[src/rtl/agu_pkg.sv]
package agu_pkg;
   typedef enum logic [1:0] {
      DLEN_NONE = 2'b00,
      DLEN_B8   = 2'b01,
      DLEN_B16  = 2'b10,
      DLEN_FULL = 2'b11
   } disp_len_e;

   typedef enum logic {
      MODE_MEM = 1'b0,
      MODE_LEA = 1'b1
   } agu_mode_e;
endpackage

[src/rtl/agu_disp_ext.sv]
module agu_disp_ext #(
   parameter int XLEN = 32
) (
   input  logic [XLEN-1:0] raw,
   input  logic [1:0]      len,
   output logic [XLEN-1:0] ext
);
   import agu_pkg::*;
   localparam int NARROW_W = 8;
   localparam int HALF_W   = 16;

   generate
      if (XLEN < HALF_W) begin : g_width_bad
         $error("agu_disp_ext: XLEN must be at least 16");
      end
   endgenerate

   logic [XLEN-1:0] ext_b8, ext_b16;
   assign ext_b8  = {{(XLEN-NARROW_W){raw[NARROW_W-1]}}, raw[NARROW_W-1:0]};
   assign ext_b16 = {{(XLEN-HALF_W){raw[HALF_W-1]}}, raw[HALF_W-1:0]};

   always_comb begin
      case (disp_len_e'(len))
         DLEN_NONE: ext = '0;
         DLEN_B8:   ext = ext_b8;
         DLEN_B16:  ext = ext_b16;
         default:   ext = raw;
      endcase
   end
endmodule

[src/rtl/agu_index_path.sv]
module agu_index_path #(
   parameter int XLEN       = 32,
   parameter int RSEL_W     = 3,
   parameter int SCALE_W    = 2,
   parameter int NOIDX_CODE = 4,
   parameter bit USE_SHIFT  = 1'b1
) (
   input  logic [RSEL_W-1:0]  sel,
   input  logic [XLEN-1:0]    data,
   input  logic [SCALE_W-1:0] scale,
   output logic [XLEN-1:0]    term
);
   localparam int MAX_SHIFT = (1 << SCALE_W) - 1;

   generate
      if (NOIDX_CODE >= (1 << RSEL_W)) begin : g_code_bad
         $error("agu_index_path: NOIDX_CODE outside register range");
      end
      if (MAX_SHIFT >= XLEN) begin : g_scale_bad
         $error("agu_index_path: scale range exceeds data width");
      end
   endgenerate

   logic            no_index;
   logic [XLEN-1:0] scaled;

   assign no_index = (sel == RSEL_W'(NOIDX_CODE));

   generate
      if (USE_SHIFT) begin : g_shift
         assign scaled = data << scale;
      end else begin : g_mult
         logic [XLEN-1:0] factor;
         assign factor = XLEN'(1) << scale;
         assign scaled = data * factor;
      end
   endgenerate

   assign term = no_index ? '0 : scaled;
endmodule

[src/rtl/agu_sum3.sv]
module agu_sum3 #(
   parameter int XLEN    = 32,
   parameter bit USE_CSA = 1'b1
) (
   input  logic [XLEN-1:0] a,
   input  logic [XLEN-1:0] b,
   input  logic [XLEN-1:0] c,
   output logic [XLEN-1:0] sum
);
   generate
      if (USE_CSA) begin : g_csa
         logic [XLEN-1:0] partial, carry;
         assign partial = a ^ b ^ c;
         assign carry   = ((a & b) | (a & c) | (b & c)) << 1;
         assign sum     = partial + carry;
      end else begin : g_ripple
         assign sum = a + b + c;
      end
   endgenerate
endmodule

[src/rtl/agu_ea_unit.sv]
module agu_ea_unit #(
   parameter int XLEN       = 32,
   parameter int NREG       = 8,
   parameter int SCALE_W    = 2,
   parameter int NOIDX_CODE = 4,
   parameter bit USE_SHIFT  = 1'b1,
   parameter bit USE_CSA    = 1'b1,
   localparam int RSEL_W    = $clog2(NREG)
) (
   input  logic              clk,
   input  logic              rst_n,
   input  logic              req_valid,
   input  logic              req_lea,
   input  logic              base_use,
   input  logic [2:0]        base_sel,
   input  logic [2:0]        index_sel,
   input  logic [1:0]        scale_code,
   input  logic [31:0]       disp_val,
   input  logic [1:0]        disp_len,
   input  logic [2:0]        dest_sel,
   output logic [2:0]        rf_base_sel,
   output logic [2:0]        rf_index_sel,
   input  logic [31:0]       rf_base_data,
   input  logic [31:0]       rf_index_data,
   output logic              out_valid,
   output logic              out_mem,
   output logic              out_wb,
   output logic [2:0]        out_dest,
   output logic [31:0]       out_addr,
   output logic              out_flag_wr
);
   import agu_pkg::*;

   generate
      if (XLEN != 32) begin : g_xlen_bad
         $error("agu_ea_unit: port widths are fixed at 32 bits");
      end
      if (RSEL_W != 3) begin : g_nreg_bad
         $error("agu_ea_unit: port widths assume eight registers");
      end
      if (SCALE_W != 2) begin : g_scale_bad
         $error("agu_ea_unit: scale code port is two bits");
      end
   endgenerate

   logic [XLEN-1:0] base_term, index_term, disp_term, ea_sum;

   assign rf_base_sel  = base_sel;
   assign rf_index_sel = index_sel;
   assign base_term    = base_use ? rf_base_data : '0;

   agu_index_path #(
      .XLEN(XLEN), .RSEL_W(RSEL_W), .SCALE_W(SCALE_W),
      .NOIDX_CODE(NOIDX_CODE), .USE_SHIFT(USE_SHIFT)
   ) u_index (
      .sel(index_sel), .data(rf_index_data), .scale(scale_code), .term(index_term)
   );

   agu_disp_ext #(.XLEN(XLEN)) u_disp (
      .raw(disp_val), .len(disp_len), .ext(disp_term)
   );

   agu_sum3 #(.XLEN(XLEN), .USE_CSA(USE_CSA)) u_sum (
      .a(base_term), .b(index_term), .c(disp_term), .sum(ea_sum)
   );

   always_ff @(posedge clk) begin
      if (!rst_n) begin
         out_valid <= 1'b0;
         out_mem   <= 1'b0;
         out_wb    <= 1'b0;
         out_dest  <= '0;
         out_addr  <= '0;
      end else begin
         out_valid <= req_valid;
         if (req_valid) begin
            out_addr <= ea_sum;
            out_dest <= dest_sel;
            out_wb   <= (agu_mode_e'(req_lea) == MODE_LEA);
            out_mem  <= (agu_mode_e'(req_lea) == MODE_MEM);
         end else begin
            out_wb   <= 1'b0;
            out_mem  <= 1'b0;
         end
      end
   end

   // Neither mode alters condition flags.
   assign out_flag_wr = 1'b0;
endmodule

[config.mk]
export PLATFORM = sky130hd
export DESIGN_NAME = agu_ea_unit
export DESIGN_NICKNAME = d
export VERILOG_FILES = /design/src/rtl/agu_pkg.sv /design/src/rtl/agu_disp_ext.sv /design/src/rtl/agu_index_path.sv /design/src/rtl/agu_sum3.sv /design/src/rtl/agu_ea_unit.sv
export SDC_FILE = /design/constraint.sdc
export NUM_CORES = 1
export LEC_CHECK = 0
export BUFFER_PORTS_ARGS = -buffer_cell sky130_fd_sc_hd__buf_2
export CAP_MARGIN = 40
export CORE_ASPECT_RATIO = 1.4
export CORE_MARGIN = 1
export CORE_UTILIZATION = 40
export DETAILED_ROUTE_END_ITERATION = 8
export REMOVE_ABC_BUFFERS = 1
export SYNTH_ARGS = -nofsm -noshare
export SYNTH_HDL_FRONTEND = slang
export SYNTH_SLANG_ARGS = --single-unit
[constraint.sdc]
create_clock -name clk -period 7.2 [get_ports clk]
set_clock_uncertainty 0.05 [all_clocks]
set_input_delay 0.72 -clock clk [delete_from_list [all_inputs] [get_ports clk]]
set_output_delay 0.72 -clock clk [all_outputs]
set_load 0.01 [all_outputs]
# Yosys cells after proc, flatten, opt, wreduce, memory -nomap -nowiden
# Cells that the tools add are included.
dict set report totals {
  register_bits 38
  latch_bits 0
  ram_bits 0
  romBits 0
  out_inout_bits 45
  mem_count 0
}
dict set report classes {
  add_sub_neg 1
  multipliers 0
  div_mod_pow 0
  order_cmp 0
  n_eq_ne 3
  n_shift 1
  n_mux 3
  bitwise_logic 8
  reduce_logical 2
}
# operator count
set op_table {}
lappend op_table {{$pmux W32 S3} 1}
lappend op_table {{$and A31 B31 Y31} 3}
lappend op_table {{$mux W32} 2}
lappend op_table {{$xor A32 B32 Y32} 2}
lappend op_table {{$or A31 B31 Y31} 2}
lappend op_table {{$add A32 B32 Y32} 1}
lappend op_table {{$shl A32 B2 Y32} 1}
lappend op_table {{$eq A3 B3 Y1 const B} 1}
lappend op_table {{$eq A2 B1 Y1 const B} 1}
lappend op_table {{$eq A2 B2 Y1 const B} 1}
lappend op_table {{$logic_not A2 Y1} 1}
lappend op_table {{$reduce_and A2 Y1} 1}
lappend op_table {{$not A1 Y1} 1}

# Longest topological paths before layout
# Gate-level depths: netlist of run 1.
dict set report depth {
  word_depth 6
  mapped_depth 16
  ltp_nobuf 14
}

# Cells and area by module
# A second synthesis of run 1 with hierarchy kept.
dict set report unflattened {
  hier_cells 620
  hier_area_um2 5669.2
}
# module n_inst cells_each area_per_inst_um2
set by_module_without_submodules {}
lappend by_module_without_submodules {agu_sum3 1 314 2560.0}
lappend by_module_without_submodules {agu_ea_unit 1 161 1702.9}
lappend by_module_without_submodules {agu_index_path 1 78 958.4}
lappend by_module_without_submodules {agu_disp_ext 1 67 447.9}

# Least setup slack after synthesis of run 1
# No wires, ideal clock.
dict set report synth_timing {
  path_type {in2reg}
  start {in scale_code[0]}
  end {reg out_addr[22]}
  t_arrival_ns 4.290
  t_required_ns 7.023
  setup_slack_ns 2.733
  stages 15
  path_cell_list {buf_2 buf_2 clkbuf_1 mux2i_1 nor2_1 a21oi_1 nor2_1 fa_1 ha_1 and3_2 a221o_1 a311oi_2 o21a_2 nor4_1 or3_1}
}
dict set report synth_between {
  elab_chain_cells 6
}
# element line
set synth_lines {}
lappend synth_lines {{start, declared} agu_ea_unit.sv:17} ;# input logic [1:0] scale_code,
lappend synth_lines {{$shl A32 B2 Y32 (*)} agu_index_path.sv:31} ;# assign scaled = data << scale;
lappend synth_lines {{$mux W32 (*)} agu_index_path.sv:39} ;# assign term = no_index ? '0 : scaled;
lappend synth_lines {{$and A31 B31 Y31} agu_sum3.sv:14} ;# assign carry = ((a & b) | (a & c) | (b & c)) << 1;
lappend synth_lines {{$or A31 B31 Y31 (2 in series)} agu_sum3.sv:14}
lappend synth_lines {{$add A32 B32 Y32 (*)} agu_sum3.sv:15} ;# assign sum = partial + carry;
lappend synth_lines {{end signal, assigned} agu_ea_unit.sv:77} ;# out_addr <= ea_sum;
lappend synth_lines {{end, declared} agu_ea_unit.sv:29} ;# output logic [31:0] out_addr,
# Mark *: on every way between the ends. The rest lies on a longest branch, timed or not.
# A chain may end at the register's enable or synchronous reset.

# Final worst setup path of run 1
dict set report layout_timing {
  start {in scale_code[0]}
  end {reg out_addr[28]}
}
# Same word-level chain as after synthesis.

==> parameters.txt, run 1 <==
Parameter                              Value

Run status
  Result of the run    complete, but fails checks
  Violated checks    DRC

Worst setup path
  Termination of the worst setup path    out_addr[28]
  CP Capture Type    register
  Worst Path Arrival    roughly 4.8 ns
  Startpoint Class    input pin
  Capture point of the worst reg-to-reg path    out_addr[22]
  Number of cell instances on the worst register-to-register path    2
  Kind of critical path    input pin to register
  Largest fanout of any net on the critical path    35
  Worst Path Required    about 7.3 ns
  Setup crit start    scale_code[0]
  Worst-case register-to-register setup slack    between 6 and 7 ns
  Reg-to-reg startpoint    out_addr[22]

Synthesis
  Number of synthesis warnings    0
  Count of mapped cells out of synthesis    600
  Synthesized-area fraction occupied by and/or/nand/nor cells    between 20% and 30%
  Compound-gate portion of the synthesized area    18.2%
  Combined area of all synthesized cells    about 5000 µm²
  Average footprint of a synthesized cell    ~8.6 µm²
  Adder-Cell Fraction of Synth Area    just under 20%
  #FFs+latches synth    38
  Post-synthesis mux area share    approximately 16%
  Count of flip-flops with a built-in enable after synthesis    0
  Dominant combinational cell family by area after synthesis    simple AND/OR/NAND/NOR gates
  Register area share after synthesis    between 10 and 15%
  Fraction of synthesized cell area in xor and xnor cells    under 10%
  Count of distinct cell types in the synthesized netlist    58
  Share of synthesized flip-flops with an asynchronous set or reset    0%
  Leading register cell type out of synthesis    sky130_fd_sc_hd__dfxtp_1

Placed design
  Placement Cell Area    between 5000 and 6000 µm²
  Post-DP HPWL    about 11 mm
  Placer's final routability congestion estimate    0.913
  PortBufs    151

Hold path
  Type of the worst min-delay path    register to register

Floorplan
  Height of the chip    136 µm
  Die span in x    ~98 µm
  Floorplan Core Area    about 12000 µm²
  Initial Utilization    41.3%
  Area enclosed by the die boundary    about 13000 µm²
  Row Count    48
  Number of top-level pins    approximately 160

STA
  Final period demand of the worst path    roughly 4.6 ns
  Setup TNS    0 ns
  Transition time at the pin with the least slew margin    about 0.91 ns
  Max-slew headroom    between 30% and 40%
  Unrepaired setup endpoints after global routing    no
  Final setup violation count    0
  Fin crit share    between 60 and 70%
  Peak Freq    ~220 MHz
  Pins Over Slew Limit    0
  Final number of hold-violating endpoints    0

CTS
  TritonCTS buffer count    5
  Later-pin clock latency in the skew report    around 0.28 ns
  CTS tree    built
  Clock root buffer    sky130_fd_sc_hd__clkbuf_16
  Number of levels the H-tree was split into    2
  Hold buffers post-CTS    0
  Setup bufs post-CTS    0
  Clock input transition at the sequential cells of the worst setup and hold paths    approximately 0.060 ns
  Sink count of the clock tree    38
  Post-cts resize count    0
  Max clock buf depth    2

GRT
  Pin count of the biggest net entering global routing    38
  Vias in the first global route    between 4000 and 5000
  GRT Overall Usage    20.3%
  Wire length of the first global-routing pass    between 20 and 25 mm
  Leftover overflow at the end of global routing    0
  Initial antenna violation count    0

Route
  Post-route DRC    12
  Total routed wirelength    13.5 mm
  Drt wl/cell    between 15 and 20 µm
  Detailed Route Iter0 Violations    179
  Vias after detailed routing    4744
  Final antenna-violating net count    0
  First-pass detailed-route iteration total    6
  Per-cell via count in the routed design    5.46

Finish
  Number of antenna diodes    0
  Commonest cells after routing, fill and taps aside    sky130_fd_sc_hd__buf_2 (151), sky130_fd_sc_hd__nand2_1 (69), sky130_fd_sc_hd__and2_1 (46)
  Area growth from synthesis to final layout    18.4%
  Share of cells above drive strength 1    between 20% and 30%
  Layout Cell Area excl Fill    approximately 6000 µm²
  Commonest non-fill, non-tap cell in the layout    sky130_fd_sc_hd__buf_2
  Final nets    894

Job
  Max Cap Violations    0

Power and ir drop
  Pwr per Cell Area    ~230 nW/µm²
  IR drop worst, VDD    0.123 mV
  Leakage component of the power    2.89 nW
state kept, by name, indices dropped and copies added (netlist names):
register / cells
out_valid: 1
out_mem: 1
out_wb: 1
out_dest: 3
out_addr: 32
through the flow:
step,power (mW),hold WS [ns],util (%),std cells,worst slack (ns)
after floorplan,0.848,0.434,-,559,3.38
after global placement,1.08,0.388,47.3,861,2.38
after detailed placement,1.09,0.388,47.3,861,2.27
after CTS,1.39,0.401,48.9,869,2.58
after global routing,1.50,0.427,48.9,869,2.29
final,1.38,0.393,48.9,869,2.56
layer usage:
layer / track usage, % / part of all wire [%]
met4: 8.59 / 2.8
met3: 1.49 / 3.4
met2: 34.0 / 46
met1: 27.0 / 48
met5: 0 / 0
worst min-delay path by stage:
stage,endpoint,cells after the start,from,slack [ns]
after CTS,out_addr[21],2,out_addr[21],0.40
after floorplan,out_addr[19],2,out_addr[19],0.43
after global placement,out_addr[29],2,out_addr[29],0.39
final,out_addr[21],2,out_addr[21],0.39
after global routing,out_addr[21],2,out_addr[21],0.43
after detailed placement,out_addr[21],2,out_addr[21],0.39
synthesized netlist by cell type (2+ instances only):
library cell	count	area, µm²
sky130_fd_sc_hd__nand2_1	69	259
sky130_fd_sc_hd__and2_1	46	288
sky130_fd_sc_hd__dfxtp_1	38	761
sky130_fd_sc_hd__nor2_1	38	143
sky130_fd_sc_hd__a21oi_1	36	180
sky130_fd_sc_hd__o21ai_0	33	165
sky130_fd_sc_hd__fa_1	32	641
sky130_fd_sc_hd__ha_1	30	375
sky130_fd_sc_hd__mux4_2	25	563
sky130_fd_sc_hd__inv_1	23	86.3
sky130_fd_sc_hd__clkbuf_1	22	82.6
sky130_fd_sc_hd__mux2i_1	22	220
sky130_fd_sc_hd__nor2b_1	17	106
sky130_fd_sc_hd__o21a_1	16	120
sky130_fd_sc_hd__a21o_1	14	105
sky130_fd_sc_hd__xnor2_1	12	105
sky130_fd_sc_hd__nand3_1	11	55.1
sky130_fd_sc_hd__xor2_1	11	96.3
sky130_fd_sc_hd__a211oi_1	10	75.1
sky130_fd_sc_hd__buf_4	9	67.6
sky130_fd_sc_hd__nand4_1	9	56.3
sky130_fd_sc_hd__buf_2	8	40.0
sky130_fd_sc_hd__nand3b_1	6	45.0
sky130_fd_sc_hd__o211ai_1	6	45.0
sky130_fd_sc_hd__nor3_1	5	25.0
sky130_fd_sc_hd__a221o_1	4	40.0
sky130_fd_sc_hd__a31oi_1	4	25.0
sky130_fd_sc_hd__nor4_1	4	25.0
sky130_fd_sc_hd__or3_1	4	25.0
sky130_fd_sc_hd__a22o_1	2	17.5
sky130_fd_sc_hd__a41oi_1	2	17.5
sky130_fd_sc_hd__and3_1	2	12.5
sky130_fd_sc_hd__mux2_2	2	22.5
sky130_fd_sc_hd__o311ai_0	2	17.5
sky130_fd_sc_hd__o31ai_1	2	15.0
sky130_fd_sc_hd__or2_2	2	12.5
area by class of cell:
class,count,area (µm²)
clock inverters,2,60.1
flip-flops and latches,38,761
repair buffers,152,763
well taps,150,188
multi-input cells,497,4080
clock buffers,6,139
inverters,24,90.1
fillers,1244,6360
where the power goes:
part           internal, mW  switching, mW
Sequential            0.258         0.0227
Clock                 0.208         0.0843
Combinational         0.347          0.465
Total                 0.812          0.572
cells by family (layout without fill, tap and decap cells):
kind of cell | after synthesis | after routing
simple gates | 220 | 220
compound gates | 142 | 142
buf+inv | 65 | 184
fa+ha+maj | 62 | 62
mux | 49 | 49
flops | 38 | 38
xor+xnor | 23 | 23
other cells | 1 | 1
worst max-delay path: stages:
cell,delay [ns]
sky130_fd_sc_hd__buf_2,0.68
sky130_fd_sc_hd__mux4_2,0.59
sky130_fd_sc_hd__and2_1,0.20
sky130_fd_sc_hd__fa_1,0.46
sky130_fd_sc_hd__ha_1,0.39
sky130_fd_sc_hd__a21o_1,0.24
sky130_fd_sc_hd__a21o_1,0.20
sky130_fd_sc_hd__a211oi_1,0.25
sky130_fd_sc_hd__o31ai_1,0.21
sky130_fd_sc_hd__a21oi_1,0.46
sky130_fd_sc_hd__mux2i_1,0.16
sky130_fd_sc_hd__a21o_1,0.19
No activity file was read; power rests on OpenSTA's default activity.
==> run 2, diff against run 1 <==
--- a/config.mk
+++ b/config.mk
@@ -5,12 +5,14 @@
 export SDC_FILE = /design/constraint.sdc
 export NUM_CORES = 1
 export LEC_CHECK = 0
+export ABC_AREA = 1
 export BUFFER_PORTS_ARGS = -buffer_cell sky130_fd_sc_hd__buf_2
 export CAP_MARGIN = 40
 export CORE_ASPECT_RATIO = 1.4
 export CORE_MARGIN = 1
 export CORE_UTILIZATION = 40
 export DETAILED_ROUTE_END_ITERATION = 8
+export PLACE_DENSITY = 0.66
 export REMOVE_ABC_BUFFERS = 1
 export SYNTH_ARGS = -nofsm -noshare
 export SYNTH_HDL_FRONTEND = slang
==> constraint.sdc (replaced) <==
create_clock -name clk -period 3.9 [get_ports clk]
set_clock_uncertainty 0.05 [all_clocks]
set_input_delay 0.39 -clock clk [delete_from_list [all_inputs] [get_ports clk]]
set_output_delay 0.39 -clock clk [all_outputs]
set_load 0.01 [all_outputs]
==> parameters.txt, run 2 <==
Parameter                              Value

Synthesis
  Ranking of synthesized cells by instance count    sky130_fd_sc_hd__nand2_1 (340), sky130_fd_sc_hd__inv_1 (175), sky130_fd_sc_hd__nor2_1 (132)
  Average footprint of a synthesized cell    roughly 5.6 µm²
  Top cell type's share of synthesized area    22.7%
  #FFs+latches synth    38
  Leading register cell type out of synthesis    sky130_fd_sc_hd__dfxtp_1
  Number of synthesis warnings    0
  Top-count cell post-synth    sky130_fd_sc_hd__nand2_1
  Count of mapped cells out of synthesis    ~1000
  Share of synthesized flip-flops with an asynchronous set or reset    0%
  Count of distinct cell types in the synthesized netlist    32
  Register area share after synthesis    13.5%
  Count of flip-flops with a built-in enable after synthesis    0
  Combined area of all synthesized cells    ~5600 µm²
  Area leader, netlist    sky130_fd_sc_hd__nand2_1
  Top cells by area, synth    sky130_fd_sc_hd__nand2_1 (23%), sky130_fd_sc_hd__dfxtp_1 (14%), sky130_fd_sc_hd__inv_1 (12%)

Worst setup path
  Number of cell instances on the worst register-to-register path    4
  Kind of critical path    input pin to register
  CP Capture Type    register
  Startpoint Class    input pin
  Largest fanout of any net on the critical path    30
  Worst Path Arrival    ~3.4 ns
  Worst Path Required    4.04 ns
  Setup crit start    scale_code[0]
  Reg-to-reg startpoint    out_addr[9]

Floorplan
  Die span in x    between 100 and 150 µm
  Area enclosed by the die boundary    around 15000 µm²
  Initial Utilization    between 40% and 50%
  Row Count    50
  Number of top-level pins    around 160
  Height of the chip    142 µm
  Floorplan Core Area    roughly 14000 µm²

STA
  Pins Over Slew Limit    0
  Transition time at the pin with the least slew margin    about 0.54 ns
  Final number of hold-violating endpoints    0
  Max-slew headroom    between 60% and 70%
  Final period demand of the worst path    3.26 ns
  Setup TNS    0 ns
  Final setup violation count    0
  Unrepaired setup endpoints after global routing    no
  Peak Freq    between 300 and 400 MHz
  Fin crit share    a little over four fifths

Finish
  Area growth from synthesis to final layout    18.4%
  Largest register FFs    32
  Filler cell count in the final layout    between 1500 and 2000
  Number of antenna diodes    0
  Post-layout utilization of the core    about half
  Share of cells above drive strength 1    ~16%
  Regs by FF count    out_addr: 32 flops, out_dest: 3 flops
  Final Non-Filler Cells    about 1300
  Commonest non-fill, non-tap cell in the layout    sky130_fd_sc_hd__nand2_1
  Register with the most flip-flops    out_addr
  Commonest cells after routing, fill and taps aside    sky130_fd_sc_hd__nand2_1 (340), sky130_fd_sc_hd__inv_1 (175), sky130_fd_sc_hd__buf_2 (151)
  Final nets    between 1000 and 1500

Power and ir drop
  Pwr per Cell Area    roughly 360 nW/µm²
  Leakage component of the power    about 4.2 nW
  IR drop worst, VDD    about 0.21 mV

Hold path
  Type of the worst min-delay path    input pin to register
  Source of the worst hold timing path    req_lea
  Hold Path Cell Cnt    2

Route
  Final antenna-violating net count    0
  Per-cell via count in the routed design    4.73
  First-pass detailed-route iteration total    5
  Post-route DRC    0
  Drt wl/cell    12.1 µm
  Vias after detailed routing    6223
  Detailed Route Iter0 Violations    between 200 and 250
  Total routed wirelength    around 16 mm

CTS
  Clock input transition at the sequential cells of the worst setup and hold paths    0.06 ns
  Clock root buffer    sky130_fd_sc_hd__clkbuf_16
  TritonCTS buffer count    5
  Hold buffers post-CTS    0
  Max clock buf depth    2
  CTS tree    built
  Sink count of the clock tree    38
  Later-pin clock latency in the skew report    just under 0.3 ns
  Setup bufs post-CTS    0
  Number of levels the H-tree was split into    2
  Post-cts resize count    0

GRT
  Wire length of the first global-routing pass    between 20 and 30 mm
  Initial antenna violation count    0
  Vias in the first global route    around 5800
  Leftover overflow at the end of global routing    0
  GRT Overall Usage    22.7%
  Pin count of the biggest net entering global routing    35

Run status
  Result of the run    complete, no violations

Placed design
  Post-DP HPWL    13.7 mm
  Placer's final routability congestion estimate    roughly 0.93
  Dpl cells    around 1300
  PortBufs    approximately 150

Job
  Max Cap Violations    0
run 2: final timing paths:
check / to / slack (ns)
max: out_addr[23] / 0.64
min: out_mem / 0.22
max reg2reg: out_addr[9] / 3.18
min reg2reg: out_addr[13] / 0.43
run 2: cells by family after synthesis:
group                    synth area share, %
AO/OA/AOI/OAI                           11.3
XOR/XNOR                                2.02
adder cells (fa/ha/maj)                 18.0
buffers and inverters                   15.0
flip-flops                              13.5
multiplexers                           0.533
other                                 0.0666
AND/OR/NAND/NOR                         39.5
run 2: stage by stage:
step	power, mW	hold slack (ns)	cell area, µm²	setup WS [ns]
floorplan	1.53	0.412	5440	0.650
global placement	1.97	0.409	6500	0.288
detailed placement	1.98	0.419	6520	0.292
CTS	2.41	0.209	6670	0.583
global route	2.65	0.210	6670	0.288
finish	2.39	0.219	6670	0.640
run 2: metal layers:
layer / routed length, µm / track usage, % / vias up / part of all wire, %
li1: - / - / 3314 / -
met1: 7210 / 28.8 / 2724 / 45
met2: 7620 / 39.7 / 160 / 48
met3: 637 / 1.47 / 25 / 4.0
met4: 411 / 8.50 / 0 / 2.6
met5: 0 / 0 / - / 0
run 2: report_power, final:
part	switching (mW)	internal, mW
Sequential	0.0313	0.457
Combinational	0.939	0.551
Clock	0.161	0.253
run 2: cell type report:
type                    count  area (µm²)  share of cell area [%]
clock buffers               6         139                    2.08
inverters                 175         657                    9.85
clock inverters             2        12.5                   0.188
well taps                 182         228                    3.42
flip-flops and latches     38         761                    11.4
repair buffers            162         846                    12.7
multi-input cells         750        4020                    60.4
run 2: critical path, stage by stage:
cell and delay [ns]:
sky130_fd_sc_hd__buf_2 0.10, sky130_fd_sc_hd__inv_1 0.04, sky130_fd_sc_hd__buf_4 0.25, sky130_fd_sc_hd__nand2_1 0.07, sky130_fd_sc_hd__o21ai_0 0.10, sky130_fd_sc_hd__nand3_1 0.15, sky130_fd_sc_hd__fa_1 0.53, sky130_fd_sc_hd__inv_1 0.04
sky130_fd_sc_hd__ha_1 0.24, sky130_fd_sc_hd__fa_1 0.46, sky130_fd_sc_hd__nand2_1 0.14, sky130_fd_sc_hd__nand2_1 0.07, sky130_fd_sc_hd__nand3b_1 0.08, sky130_fd_sc_hd__nand2_1 0.10, sky130_fd_sc_hd__nand2_1 0.08, sky130_fd_sc_hd__nand2_1 0.15
sky130_fd_sc_hd__nand2_1 0.13, sky130_fd_sc_hd__nand2_1 0.06, sky130_fd_sc_hd__nand2_1 0.05, sky130_fd_sc_hd__nand3_1 0.06, sky130_fd_sc_hd__nand2_1 0.07, sky130_fd_sc_hd__inv_1 0.03
